**config.mk**
```make
export PLATFORM = sky130hd
export DESIGN_NAME = flash_dma_engine
export DESIGN_NICKNAME = d
export VERILOG_FILES = /design/src/rtl/flash_dma_engine.sv
export SDC_FILE = /design/constraint.sdc
export NUM_CORES = 1
export LEC_CHECK = 0
export BUFFER_PORTS_ARGS = -buffer_cell sky130_fd_sc_hd__buf_2
export CAP_MARGIN = 10
export CORE_AREA = 8 8 177 179
export CTS_CLUSTER_DIAMETER = 150
export DETAILED_ROUTE_END_ITERATION = 10
export DIE_AREA = 0 0 185 187
export SLEW_MARGIN = 20
export SYNTH_ARGS = -nofsm -noshare
export SYNTH_HDL_FRONTEND = slang
export SYNTH_SLANG_ARGS = --single-unit
```
**constraint.sdc**
```tcl
create_clock -name clk -period 9.1 [get_ports clk]
set_input_delay 0.91 -clock clk [delete_from_list [all_inputs] [get_ports clk]]
set_output_delay 0.91 -clock clk [all_outputs]
set_load 0.01 [all_outputs]
```
**src/rtl/flash_dma_engine.sv**
```systemverilog
module flash_dma_engine #(
  parameter int AW       = 32,
  parameter int DW       = 64,
  parameter int SW       = 12,
  parameter int CFG_AW   = 8,
  parameter logic [CFG_AW-1:0] BASE_OFS = 8'h18
) (
  input  logic          clk,
  input  logic          rst_n,
  input  logic          cfg_we,
  input  logic [CFG_AW-1:0] cfg_addr,
  input  logic [31:0]   cfg_wdata,
  input  logic          start,
  input  logic          start_rx,
  output logic          busy,
  output logic          mem_req,
  output logic          mem_we,
  output logic          mem_wide,
  output logic [AW-1:0] mem_addr,
  output logic [DW-1:0] mem_wdata,
  input  logic          mem_ack,
  input  logic [DW-1:0] mem_rdata,
  output logic          tx_push,
  output logic [DW-1:0] tx_data,
  input  logic          tx_full,
  input  logic          rx_valid,
  input  logic [DW-1:0] rx_data,
  output logic          rx_pop,
  output logic          ev_tx_done,
  output logic          ev_rx_done,
  output logic          ev_desc_unavail
);
  localparam int BB  = DW / 8;
  localparam int BSH = $clog2(BB);
  localparam int CW  = SW - BSH + 1;

  typedef enum logic [3:0] {
    S_IDLE, S_STAT, S_SIZE, S_PTR0, S_PTR1, S_MRD, S_PUSH, S_POP, S_MWR, S_WB
  } state_t;

  state_t        state;
  logic [AW-1:0] base_q, ptr_q;
  logic [31:0]   stat_q;
  logic [CW-1:0] left_q;
  logic [DW-1:0] beat_q;
  logic          dir_q;
  logic [SW:0]   sz_round;

  wire ack  = mem_req && mem_ack;
  wire last = (left_q == CW'(1));

  assign sz_round = {1'b0, mem_rdata[SW-1:0]} + (SW+1)'(BB-1);

  assign busy     = (state != S_IDLE);
  assign mem_req  = state inside {S_STAT, S_SIZE, S_PTR0, S_PTR1, S_MRD, S_MWR, S_WB};
  assign mem_we   = state inside {S_MWR, S_WB};
  assign mem_wide = state inside {S_MRD, S_MWR};
  assign tx_push  = (state == S_PUSH) && !tx_full;
  assign tx_data  = beat_q;
  assign rx_pop   = (state == S_POP) && rx_valid;
  assign mem_wdata = (state == S_WB) ? {{(DW-32){1'b0}}, 1'b0, stat_q[30:0]} : beat_q;

  always_comb begin
    case (state)
      S_SIZE:  mem_addr = base_q + AW'(4);
      S_PTR0:  mem_addr = base_q + AW'(8);
      S_PTR1:  mem_addr = base_q + AW'(12);
      S_MRD,
      S_MWR:   mem_addr = ptr_q;
      default: mem_addr = base_q;
    endcase
  end

  always_ff @(posedge clk) begin
    if (!rst_n) begin
      state           <= S_IDLE;
      base_q          <= '0;
      ptr_q           <= '0;
      stat_q          <= '0;
      left_q          <= '0;
      beat_q          <= '0;
      dir_q           <= 1'b0;
      ev_tx_done      <= 1'b0;
      ev_rx_done      <= 1'b0;
      ev_desc_unavail <= 1'b0;
    end else begin
      ev_tx_done      <= 1'b0;
      ev_rx_done      <= 1'b0;
      ev_desc_unavail <= 1'b0;
      if (cfg_we && cfg_addr == BASE_OFS) base_q <= cfg_wdata[AW-1:0];
      case (state)
        S_IDLE: if (start) begin
          dir_q <= start_rx;
          state <= S_STAT;
        end
        S_STAT: if (ack) begin
          stat_q <= mem_rdata[31:0];
          if (!mem_rdata[31]) begin
            ev_desc_unavail <= 1'b1;
            state <= S_IDLE;
          end else state <= S_SIZE;
        end
        S_SIZE: if (ack) begin
          left_q <= sz_round[SW:BSH];
          state  <= S_PTR0;
        end
        S_PTR0: if (ack) begin
          ptr_q <= mem_rdata[AW-1:0];
          state <= S_PTR1;
        end
        S_PTR1: if (ack) state <= (left_q == '0) ? S_WB : (dir_q ? S_POP : S_MRD);
        S_MRD: if (ack) begin
          beat_q <= mem_rdata;
          state  <= S_PUSH;
        end
        S_PUSH: if (!tx_full) begin
          ptr_q  <= ptr_q + AW'(BB);
          left_q <= left_q - CW'(1);
          state  <= last ? S_WB : S_MRD;
        end
        S_POP: if (rx_valid) begin
          beat_q <= rx_data;
          state  <= S_MWR;
        end
        S_MWR: if (ack) begin
          ptr_q  <= ptr_q + AW'(BB);
          left_q <= left_q - CW'(1);
          state  <= last ? S_WB : S_POP;
        end
        S_WB: if (ack) begin
          ev_tx_done <= !dir_q;
          ev_rx_done <= dir_q;
          state      <= S_IDLE;
        end
        default: state <= S_IDLE;
      endcase
    end
  end

  AST_REQ_HOLD: assert property (@(posedge clk) disable iff (!rst_n)
    mem_req && !mem_ack |=> mem_req && $stable(mem_addr) && $stable(mem_we));
  AST_ONE_EVENT: assert property (@(posedge clk) disable iff (!rst_n)
    $onehot0({ev_tx_done, ev_rx_done, ev_desc_unavail}));
  AST_EVENT_AT_END: assert property (@(posedge clk) disable iff (!rst_n)
    (ev_tx_done || ev_rx_done || ev_desc_unavail) |-> !busy && $past(busy));
  AST_WB_OWN_CLEAR: assert property (@(posedge clk) disable iff (!rst_n)
    mem_req && mem_we && !mem_wide |-> !mem_wdata[31]);
  AST_BEAT_ALIGN: assert property (@(posedge clk) disable iff (!rst_n)
    mem_req && mem_wide |-> mem_addr[BSH-1:0] == '0);
endmodule

```
==> flow_metrics.env <==
export IMPL_num_rows=62
export IMPL_synth_xor_area_share_pct=1.50
export IMPL_synth_async_reset_ratio_pct=0
export IMPL_synth_largest_area_cell="dfxtp_1"
export IMPL_maxCapViolCount=0
export IMPL_final_nets=1763
export IMPL_yosysSeqAreaShare_pct=34.1
export IMPL_wirelength_um=37600
export IMPL_cp_start_kind="flop"
export IMPL_slowest_stage="dfxtp_1"
export IMPL_critical_path_top_delay_family="simple AND/OR/NAND/NOR gates"
export IMPL_synth_top_flop_cell="dfxtp_1"
export IMPL_cts_buffer_depth=2
export IMPL_die_area_mm2=0.0346
export IMPL_fmax_mhz=199
export IMPL_syn_nets=1485
export IMPL_synth_top_family_by_area="simple AND/OR/NAND/NOR gates"
export IMPL_rsz0062_at_grt="no"
export IMPL_synth_top_area_share_pct=34.1
export IMPL_die_h_um=187
export IMPL_gp_congestion=0.911
export IMPL_antenna_found_initial=0
export IMPL_insertion_delay_ns=0.44
export IMPL_ctsHoldBuffers=0
export IMPL_drive_above_1_share_pct=28.4
export IMPL_yosys_warnings=0
export IMPL_port_buffers=344
export IMPL_cts_sinks=177
export IMPL_htree_levels=4
export IMPL_min_path_type="flop to flop"
export IMPL_arrival_ns=4.11
export IMPL_cp_max_fo=23
export IMPL_post_cts_buffers=0
export IMPL_drc=0
export IMPL_routed_via_density=5.47
export IMPL_syn_inst=1303
export IMPL_area_delta_synth_final_pct=24.1
export IMPL_clk_pin_slew_ns=0.08
export IMPL_post_cts_resized=0
export IMPL_fillers=2904
export IMPL_outcome="finished clean"
export IMPL_io_pins=345
export IMPL_synth_edff_count=0
export IMPL_grt_max_degree=101
export IMPL_drt_pass1_iterations=6
export IMPL_path_cells="nand2b_1 -> nor2_1 -> inv_1 -> fa_1 -> or2b_1 -> or4_4 -> a221oi_1 -> nand2_1 -> a221o_1 -> buf_2"
export IMPL_muxShareOfSynthArea_pct=13.2
export IMPL_crit_type="flop to primary output"
export IMPL_hpwl_um=28000
export IMPL_grt_overflow_total=0
export IMPL_grtUsageTotal_pct=20.8
export IMPL_synthSimpleGateAreaFrac_pct=23.6
export IMPL_tns_ns=0
export IMPL_synth_compound_area_share_pct=21.7
export IMPL_critPathRequiredTime_ns=8.19
export IMPL_min_period_ns=5.02
export IMPL_slew_headroom_pct=29.3
export IMPL_synthTopCellsByArea="dfxtp_1 (34%), mux2i_1 (9.8%), nand2_1 (5.6%), nor2_1 (5.6%), a211oi_1 (5.2%)"
export IMPL_worst_pin_slew_ns=1.06
export IMPL_cts_tree="done"
export IMPL_die_x_um=185
export IMPL_power_leakage_nw=6.01
export IMPL_slew_viol_final=0
export IMPL_finish_utilization_pct=45.4
export IMPL_instances_no_fill=1977
export IMPL_cts_made_buffers=17
export IMPL_max_stage_delay_ns=0.83
export IMPL_synth_fa_ha_area_share_pct=0.795
export IMPL_endpoint_kind="primary output"
export IMPL_syn_avg_cell_area_um2=7.98
export IMPL_ant_nets=0
export IMPL_coreArea_mm2=0.0284
export IMPL_finalCritPeriodShare_pct=55.2
export IMPL_initial_core_util_pct=36.6
export IMPL_drt_initial_drc_count=954
export IMPL_ys_ff_latch=177
export IMPL_dp_cells=1946
export IMPL_detail_route_wl_per_cell_um=19.0
export IMPL_power_density_mw_per_mm2=201
export IMPL_crit_buf_inv=2
export IMPL_setup_viol=0
export IMPL_ir_drop_mv=0.0949
export IMPL_antenna_cells=0
export IMPL_vias=10800
export IMPL_hold_violations=0
export IMPL_syn_area_mm2=0.0104
export IMPL_grt_pass1_vias=10300
export IMPL_clockRootBuffer="clkbuf_16"
export IMPL_clock_skew_ns=0.0140
export IMPL_grt_pass1_wl_um=58500
export IMPL_synth_cell_types=88
Yosys cell counts, types with 4 or more instances:
cell type  count
inv_1         20
o22ai_1        9
a31oi_1       12
a41oi_1        4
and4_1         6
nor3b_1        5
dfxtp_1      177
a211oi_1      72
and2_1         7
o31ai_1        4
buf_4          8
a22oi_1        7
a221o_1       11
nand2_1      155
buf_2         29
nor2b_1       38
nor2_1       155
or3_1          4
xnor2_1       11
o211ai_1       7
buf_1         10
nand2b_1       9
nand4_1       13
a221oi_1       6
a21oi_1       95
ha_1           5
a21o_1         9
nor4_1         5
nor3_1        34
nand3_1       44
and3_1         9
or4_1          4
o21ai_0       46
mux2i_1      102
o311ai_0       4
mux2_2        31
a2bb2oi_1      5
clkbuf_1      52
xor2_1         5
final timing paths:
kind / startpoint / end / slack (ns) / cells past startpoint
hold reg to reg: stat_q[24]$_SDFFE_PN0P_ / stat_q[24]$_SDFFE_PN0P_ / 0.46 / 2
setup / recovery: state[2]$_SDFFE_PN0P_ / mem_addr[30] / 4.08 / 10
hold / removal: stat_q[24]$_SDFFE_PN0P_ / stat_q[24]$_SDFFE_PN0P_ / 0.46 / 2
setup reg to reg: state[1]$_SDFFE_PN0P_ / tx_data[23]$_SDFFE_PN0P_ / 6.05 / 5
logic make-up (layout without fill, tap and decap cells):
| logic type | count (synthesis) | after routing |
|---|---|---|
| adders and majority gates | 6 | 6 |
| muxes | 133 | 133 |
| xor gates and xnor gates | 17 | 17 |
| and+or+nand+nor | 513 | 513 |
| DFF | 177 | 177 |
| AOI/OAI and AO/OA | 334 | 334 |
| buffers and inverters | 123 | 413 |
state kept, by name (all words and copies together) (netlist names):
register / count
base_q: 32
dir_q: 1
ev_desc_unavail: 1
ev_rx_done: 1
ev_tx_done: 1
left_q: 10
ptr_q: 32
stat_q: 31
state: 4
tx_data: 64
final cells by class:
class                           instances  area [um2]  share of cell area (%)
Inverter                               22        85.1                   0.660
Clock inverter                         14         165                    1.28
Timing Repair Buffer                  360        1840                    14.3
Tap cell                              384         480                    3.73
Sequential cell                       177        3540                    27.5
Clock buffer                           17         425                    3.30
Multi-Input combinational cell       1003        6360                    49.3
power breakdown:
part | switching [mW] | total [mW] | internal [mW]
Sequential | 0.111 | 0.963 | 0.852
Combinational | 0.556 | 0.879 | 0.323
Clock | 0.374 | 0.745 | 0.371
through the flow:
step	cell area (um2)	setup slack [ns]	power, mW	hold WS, ns
final	12900	4.08	2.59	0.455
after global routing	12900	3.78	2.74	0.473
after CTS	12900	4.11	2.59	0.457
after detailed placement	12300	4.58	1.84	0.445
after global placement	12300	4.62	1.84	0.440
after floorplan	10400	5.13	1.54	0.426
metal layers:
layer / up-vias / wire [um] / share of wire, % / GRT usage, %
met2: 441 / 17200 / 46 / 33.3
met1: 5051 / 17100 / 45 / 28.7
met4: 0 / 371 / 0.99 / 3.82
li1: 5291 / - / - / -
met5: - / 0 / 0 / 0
met3: 27 / 2930 / 7.8 / 4.25
layout by cell type (no fill, tap or decap), drive strengths merged, types with 30 or more instances in the layout:
cell and n:
nor2 155, nor3 34, mux2i 102, nor2b 38, dfxtp 177, nand3 47, o21ai 50, mux2 31
inv 30, nand2 156, buf 360, a211oi 72, a21oi 95
worst reg2reg max path, cell delays in order, from the launching register on:
cell	delay [ns]
dfxtp_1	0.76
nor2b_1	0.50
nand3_4	0.61
buf_4	0.62
mux2i_1	0.21
a211oi_1	0.26
No activity file was read; power rests on OpenSTA's default activity.
